===== config.mk =====
export PLATFORM = sky130hd
export DESIGN_NAME = pc_next_unit
export DESIGN_NICKNAME = d
export VERILOG_FILES = /design/src/rtl/pc_next_pkg.sv /design/src/rtl/pc_next_decode.sv /design/src/rtl/pc_next_target.sv /design/src/rtl/pc_next_reg.sv /design/src/rtl/pc_next_unit.sv
export SDC_FILE = /design/constraint.sdc
export NUM_CORES = 1
export LEC_CHECK = 0
export ABC_CLOCK_PERIOD_IN_PS = 13300
export BUFFER_PORTS_ARGS = -buffer_cell sky130_fd_sc_hd__buf_2
export CORE_MARGIN = 4
export CORE_UTILIZATION = 30
export DETAILED_ROUTE_END_ITERATION = 16
export SETUP_SLACK_MARGIN = 0.02
export SLEW_MARGIN = 20
export SYNTH_ARGS = -nofsm -noshare
export SYNTH_HDL_FRONTEND = slang
export SYNTH_HIERARCHICAL = 1
export SYNTH_SLANG_ARGS = --single-unit

===== constraint.sdc =====
create_clock -name clk -period 13.3 [get_ports clk]
set_clock_uncertainty 0.2 [all_clocks]
set_input_delay 1.995 -clock clk [delete_from_list [all_inputs] [get_ports clk]]
set_output_delay 1.995 -clock clk [all_outputs]
set_load 0.005 [all_outputs]

===== src/rtl/pc_next_pkg.sv =====
package pc_next_pkg;
  localparam int unsigned AW      = 32;
  localparam int unsigned OPC_W   = 6;
  localparam int unsigned FN_W    = 6;
  localparam int unsigned OFF_W   = 16;
  localparam int unsigned IDX_W   = 26;
  localparam int unsigned REGION_W = AW - IDX_W - 2;
  localparam logic [AW-1:0] STEP  = AW'(4);

  localparam logic [OPC_W-1:0] OPC_RFMT = 6'h00;
  localparam logic [OPC_W-1:0] OPC_JMP  = 6'h02;
  localparam logic [OPC_W-1:0] OPC_CALL = 6'h03;
  localparam logic [OPC_W-1:0] OPC_BEQ  = 6'h04;
  localparam logic [OPC_W-1:0] OPC_BNE  = 6'h05;
  localparam logic [FN_W-1:0]  FN_RJMP  = 6'h08;

  typedef enum logic [1:0] {
    SEL_SEQ  = 2'd0,
    SEL_BR   = 2'd1,
    SEL_JMP  = 2'd2,
    SEL_RJMP = 2'd3
  } nxt_sel_e;

  // Branch target: incremented address plus word-scaled signed offset
  function automatic logic [AW-1:0] br_target(input logic [AW-1:0] pc4,
                                              input logic [OFF_W-1:0] off);
    return pc4 + {{(AW-OFF_W-2){off[OFF_W-1]}}, off, 2'b00};
  endfunction

  // Region jump: keep the top bits of the incremented address
  function automatic logic [AW-1:0] jmp_target(input logic [AW-1:0] pc4,
                                               input logic [IDX_W-1:0] idx);
    return {pc4[AW-1 -: REGION_W], idx, 2'b00};
  endfunction

  function automatic logic [AW-1:0] word_align(input logic [AW-1:0] v);
    return {v[AW-1:2], 2'b00};
  endfunction
endpackage


===== src/rtl/pc_next_decode.sv =====
module pc_next_decode
  import pc_next_pkg::*;
(
  input  logic [OPC_W-1:0] opc,
  input  logic [FN_W-1:0]  fn,
  input  logic [AW-1:0]    op_a,
  input  logic [AW-1:0]    op_b,
  output nxt_sel_e         sel
);
  logic ops_equal;
  assign ops_equal = (op_a == op_b);

  always_comb begin
    sel = SEL_SEQ;
    unique case (opc)
      OPC_BEQ:  if (ops_equal)  sel = SEL_BR;
      OPC_BNE:  if (!ops_equal) sel = SEL_BR;
      OPC_JMP,
      OPC_CALL: sel = SEL_JMP;
      OPC_RFMT: if (fn == FN_RJMP) sel = SEL_RJMP;
      default:  sel = SEL_SEQ;
    endcase
  end
endmodule


===== src/rtl/pc_next_target.sv =====
module pc_next_target
  import pc_next_pkg::*;
(
  input  logic [AW-1:0]    pc,
  input  logic [IDX_W-1:0] field,
  input  logic [AW-1:0]    jr_val,
  input  nxt_sel_e         sel,
  output logic [AW-1:0]    pc4,
  output logic [AW-1:0]    nxt
);
  assign pc4 = pc + STEP;

  always_comb begin
    unique case (sel)
      SEL_BR:   nxt = br_target(pc4, field[OFF_W-1:0]);
      SEL_JMP:  nxt = jmp_target(pc4, field);
      SEL_RJMP: nxt = word_align(jr_val);
      default:  nxt = pc4;
    endcase
  end
endmodule


===== src/rtl/pc_next_reg.sv =====
module pc_next_reg
  import pc_next_pkg::*;
#(
  parameter logic [AW-1:0] RESET_PC = '0
) (
  input  logic          clk,
  input  logic          rst,
  input  logic          hold,
  input  logic [AW-1:0] d,
  output logic [AW-1:0] q
);
  always_ff @(posedge clk) begin
    if (rst)       q <= RESET_PC;
    else if (!hold) q <= d;
  end
endmodule


===== src/rtl/pc_next_unit.sv =====
module pc_next_unit
  import pc_next_pkg::*;
#(
  parameter logic [31:0] RESET_PC = 32'h0000_0000
) (
  input  logic        clk,
  input  logic        rst,
  input  logic        stall,
  input  logic [31:0] instr,
  input  logic [31:0] op_a,
  input  logic [31:0] op_b,
  input  logic [31:0] jr_val,
  output logic [31:0] pc,
  output logic [31:0] pc_plus4
);
  nxt_sel_e      sel;
  logic [AW-1:0] nxt;
  // Named events for the checker
  logic          seq_sel;
  logic          xfer_taken;

  assign seq_sel    = (sel == SEL_SEQ);
  assign xfer_taken = !seq_sel;

  pc_next_decode u_dec (
    .opc  (instr[AW-1 -: OPC_W]),
    .fn   (instr[FN_W-1:0]),
    .op_a (op_a),
    .op_b (op_b),
    .sel  (sel)
  );

  pc_next_target u_tgt (
    .pc     (pc),
    .field  (instr[IDX_W-1:0]),
    .jr_val (jr_val),
    .sel    (sel),
    .pc4    (pc_plus4),
    .nxt    (nxt)
  );

  pc_next_reg #(.RESET_PC(word_align(RESET_PC))) u_reg (
    .clk  (clk),
    .rst  (rst),
    .hold (stall),
    .d    (nxt),
    .q    (pc)
  );
endmodule


* Word-level counts from Yosys, hierarchy flattened
Cells that the tools add are included.
Widths: inputs -> output; s select.
** Storage, ports and cells
- Register bits :: 32
- Input port bits :: 131
- Output and inout port bits :: 64
- Logic and storage cells :: 19
** Operators by class
- $add $sub $neg :: 2
- Equality and inequality tests :: 9
- Multiplexer cells :: 5
- Reductions and logical operators :: 2
** Operators by type and width (count)
- $pmux 32 s3 :: 1
- $add 32x3->32 const B :: 1
- $add 32x32->32 :: 1
- $eq 32x32->1 :: 1
- $eq 6x2->1 const B :: 2
- $eq 6x3->1 const B :: 2
- $pmux 2 s4 :: 1
- $eq 6x4->1 const B :: 1
- $logic_not 6->1 :: 1
- $eq 2x2->1 const B :: 2
- $eq 2x1->1 const B :: 1
- $mux 1 :: 2
- $mux 2 :: 1
- $reduce_or 2->1 :: 1

* Longest topological paths before layout
- Depth after elaboration :: 5
- Mapped depth :: 20
- Mapped depth without buffers :: 20

* Modules after synthesis
Netlist, hierarchy kept.
** By module, submodules not included
- pc_next_target :: times used 1, cells each 323, area an instance 2685.1 um^2, seq. area each 0.0 um^2
- pc_next_reg :: times used 1, cells each 103, area an instance 1163.6 um^2, seq. area each 640.6 um^2
- pc_next_decode :: times used 1, cells each 52, area an instance 409.1 um^2, seq. area each 0.0 um^2

* Least setup slack after synthesis
OpenSTA, ideal clock, no wires.
- Kind :: input-to-reg
- Start :: in op_b[20]
- End :: reg u_reg.q[10]
- Library setup time :: 0.128 ns
- Arrival :: 4.647 ns
- Data required time :: 12.972 ns
- Path slack :: 8.326 ns
- Cell stages on the path :: 10
- Buffers on the path :: 2
- Path through :: xor2_1 -> nor4_1 -> nand4_1 -> or4_1 -> nand3_1 -> clkbuf_1 -> buf_1 -> mux4_2 -> mux2i_1 -> nor2_1
** On the way
- Longest elaborated chain between the ends :: 5
- Elaborated cells between the ends (all ways) :: 8
- Classes of those cells :: eq/ne (4); mux (4)
** RTL lines
- start: declaration :: RTL line pc_next_unit.sv:11 : input logic [31:0] op_b,
- $eq 32x32->1 (*) :: RTL line pc_next_decode.sv:11 : assign ops_equal = (op_a == op_b);
- $mux 1, on equally long branches :: RTL line pc_next_decode.sv:17, pc_next_decode.sv:16
- $pmux 2 s4 (*) :: RTL line pc_next_decode.sv:15 : unique case (opc)
- via sel[0] :: RTL line pc_next_unit.sv:16 : nxt_sel_e sel;
- $eq 2x2->1 / $eq 2x1->1 (equally long branches) :: RTL line pc_next_target.sv:14 : unique case (sel)
- $pmux 32 s3 (*) :: RTL line pc_next_target.sv:14
- via nxt[10] :: RTL line pc_next_unit.sv:17 : logic [AW-1:0] nxt;
- end signal: assignment :: RTL line pc_next_reg.sv:13 : if (rst) q <= RESET_PC;
- end signal: assignment :: RTL line pc_next_reg.sv:14 : else if (!hold) q <= d;
- end: declaration :: RTL line pc_next_reg.sv:10 : output logic [AW-1:0] q
The timed path passes the listed nets; every way through them passes the cells marked *.
A chain may end at the register's enable or synchronous reset.

* Worst setup path after layout
- Start :: in instr[0]
- End :: reg u_reg.q[26]
** On the way
- Longest elaborated chain between the ends :: 5
- Elaborated cells between the ends (all ways) :: 8
- Classes of those cells :: add/sub (1); eq/ne (4); mux (3)
** RTL lines
- start: declaration :: RTL line pc_next_unit.sv:9 : input logic [31:0] instr,
- parallel branches: the longest is 4 deep, another holds $add 32x32->32
- $pmux 32 s3 (*) :: RTL line pc_next_target.sv:14
- via nxt[26] :: RTL line pc_next_unit.sv:17
Mark *: on every way through the listed nets, which the timed path passes.

==> reports/metrics.yaml <==
status:
  status: "completed"
clock_network:
  clk_pin_slew_ps: 60
  cts_setup_buffers: 0
  cts_hold_buf: 0
  cts-buffers-inserted: 5
  root_buffer: "clkbuf_16"
  clockBufferDepth: 2
  htreeDepth: 2
  tritoncts: "yes"
  clock-sinks: 32
  clk_latency_ps: 280
  cts_resized: 0
sta:
  finalCritPeriodShare_pct: 40.4
  slew_violations: 0
  rsz0062_at_grt: "false"
  tns_ps: 0
  hold_viol: 0
  worst_slack_ps: 7930
  min_period_ps: 5370
  relSlewSlack_pct: 29.6
  max_clock_freq_ghz: 0.186
  finalSetupViolations: 0
  tightest_slew_ps: 1060
pwr:
  sequentialPowerShare_pct: 32.3
  power.density_nw_per_um2: 56.4
  internal_power_uw: 216
  peakVddDrop_mv: 0.0380
  swShare_pct: 30.1
  p_sw_uw: 93.1
  comb_power_share_pct: 29.0
  p_leak_uw: 0.00276
  pwr-share-clk_pct: 38.6
die:
  start_util_pct: 30.7
  io_pins: 195
  fp.dieH_um: 127
  core-area_um2: 13900
  die_area_um2: 16200
  fp-row-count: 43
  die_w_um: 127
placement:
  postPlaceCellArea_um2: 5330
  dp_hpwl_mm: 11.7
  gp_congestion: 0.937
  place_ws_ps: 7700
  port_buffers: 192
critical_path:
  worstPathRequired_ps: 13240
  reg2reg_depth: 17
  endpoint_kind: "flop"
  worstSetupPathType: "in2reg"
  cp_max_fo: 3
  worstPathArrival_ps: 5310
  startpoint_type: "input pin"
logic_synthesis:
  synth_top_area_share_pct: 15.0
  synthAdderAreaFrac_pct: 10.5
  synth_xor_xnor_area_share_pct: 17.9
  synth_most_common_cell: "xor2_1"
  yosys-top-cells-area: "dfxtp_1, mux4_2, xor2_1, ha_1, mux2i_1"
  synth.mux.area_fraction_pct: 20.5
  yosys_warnings: 6
  synthesis.area_um2: 4260
  syn_inst: 478
  synth_top_family_by_area: "multiplexers"
  synth_compound_area_share_pct: 14.8
  synth_top_cell_by_area: "dfxtp_1"
  synth_edf_count: 0
  avgSynthCellArea_um2: 8.91
  synth-simple-area-share_pct: 16.9
  ys.flop_type: "dfxtp_1"
  synth_cell_types: 50
  ys_async_sr_fraction_pct: 0
  syn-num-nets: 644
  synth_commonest_cells: "xor2_1, nor2_1, ha_1, xnor2_1"
  seq_area_frac_synth_pct: 15.0
  ys_seq_elements: 32
route:
  routedWlPerCell_um: 17.2
  drc: 0
  drtPass1Iterations: 4
  ant_nets: 0
  drt_iter0_markers: 181
  viasPerCell: 5.33
  wl_mm: 14.4
  via_count: 4471
final_layout:
  antenna_cells: 0
  layout-drive-gt1-share_pct: 35.7
  top_register: "u_reg/q"
  reg_top3: "u_reg/q x32"
  largest_reg_flops: 32
  syn2layout_area_growth_pct: 28.7
  design_area_um2: 5480
  utilization_pct: 39.5
  fin_nets: 824
  fillCellCount: 1461
flow_run:
  drv_cap: 0
min_path:
  hp-class: "reg2reg"
  hold_depth: 2
global_route:
  grt_pass1_wl_mm: 23.2
  grt_max_degree: 36
  overflow: 0
  gr-usage-all-layers_pct: 17.4
  grt_pass1_vias: 4763
  antenna_found_initial: 0
-- path summary, 6_finish.rpt --
| path | startpoint | end | slack, ps |
|---|---|---|---|
| hold reg to reg | u_reg/q[1]$_SDFFE_PP0N_ | u_reg/q[1]$_SDFFE_PP0N_ | 330 |
| setup / recovery | instr[0] | u_reg/q[26]$_SDFFE_PP0N_ | 7930 |
| setup reg to reg | u_reg/q[6]$_SDFFE_PP0N_ | u_reg/q[31]$_SDFFE_PP0N_ | 8030 |
| hold / removal | u_reg/q[1]$_SDFFE_PP0N_ | u_reg/q[1]$_SDFFE_PP0N_ | 330 |
-- routing by layer --
metal  track usage, %  share of wire [%]  vias to the layer above
met5                0                  0                        -
li1                 -                  -                     2138
met3             3.55                7.8                       25
met1             19.1                 38                     2108
met4             5.55                2.1                        0
met2             33.4                 52                      200
-- placed cells by master (no fill, tap or decap), types with 4 or more instances in the layout --
| cell type | n |
|---|---|
| nor4_1 | 10 |
| nand3_1 | 20 |
| mux2i_1 | 32 |
| a21oi_1 | 24 |
| nor2b_1 | 8 |
| dfxtp_1 | 32 |
| inv_1 | 11 |
| nand4_1 | 7 |
| a21o_1 | 14 |
| buf_2 | 192 |
| clkbuf_16 | 5 |
| o211ai_1 | 4 |
| o21ai_0 | 16 |
| nor2_1 | 44 |
| o22ai_1 | 4 |
| xor2_1 | 53 |
| xnor2_1 | 34 |
| nand2_1 | 26 |
| and3_1 | 13 |
| ha_1 | 34 |
| mux4_2 | 24 |
| nand2b_1 | 5 |
-- critical path, stage by stage --
cell and delay, ps:
buf_2 110, ha_1 200, inv_1 70, fa_1 420, nor2b_1 200, o2111ai_1 210
a211oi_1 410, o21ai_0 180, a21o_1 260, o21ai_0 480, xor2_1 130, mux4_2 460
mux2i_1 130, nor2_1 50
-- metrics by stage --
| stage | cells | power [uW] | hold WS (ps) |
|---|---|---|---|
| 2_1_floorplan | 478 | 154 | 328 |
| 3_3_place_gp | 831 | 189 | 311 |
| 3_5_place_dp | 831 | 192 | 331 |
| 4_1_cts | 839 | 315 | 343 |
| 5_1_grt | 839 | 327 | 388 |
| 6_report | 839 | 309 | 333 |
-- cell type report --
class	instances	area (um2)	share of cell area, %
Timing Repair Buffer	195	983	17.9
Clock buffer	8	146	2.67
Multi-Input combinational cell	413	3440	62.8
Tap cell	180	225	4.11
Sequential cell	32	641	11.7
Inverter	11	41.3	0.754
-- cell families (layout without fill, tap and decap cells) --
logic type,after synthesis,in the layout
muxes,57,57
and+or+nand+nor,145,145
AOI/OAI and AO/OA,89,89
xor gates and xnor gates,87,87
buffers and inverters,33,214
DFF,32,32
adders and majority gates,35,35
-- power groups by stage --
stage	combinational, uW	clock (uW)	sequential (uW)
global placement	87.0	0	102
finish	89.7	119	99.9
CTS	90.2	125	99.9
floorplan	52.6	0	102
detailed placement	89.7	0	102
global route	99.0	128	100
No activity file was read; power rests on OpenSTA's default activity.
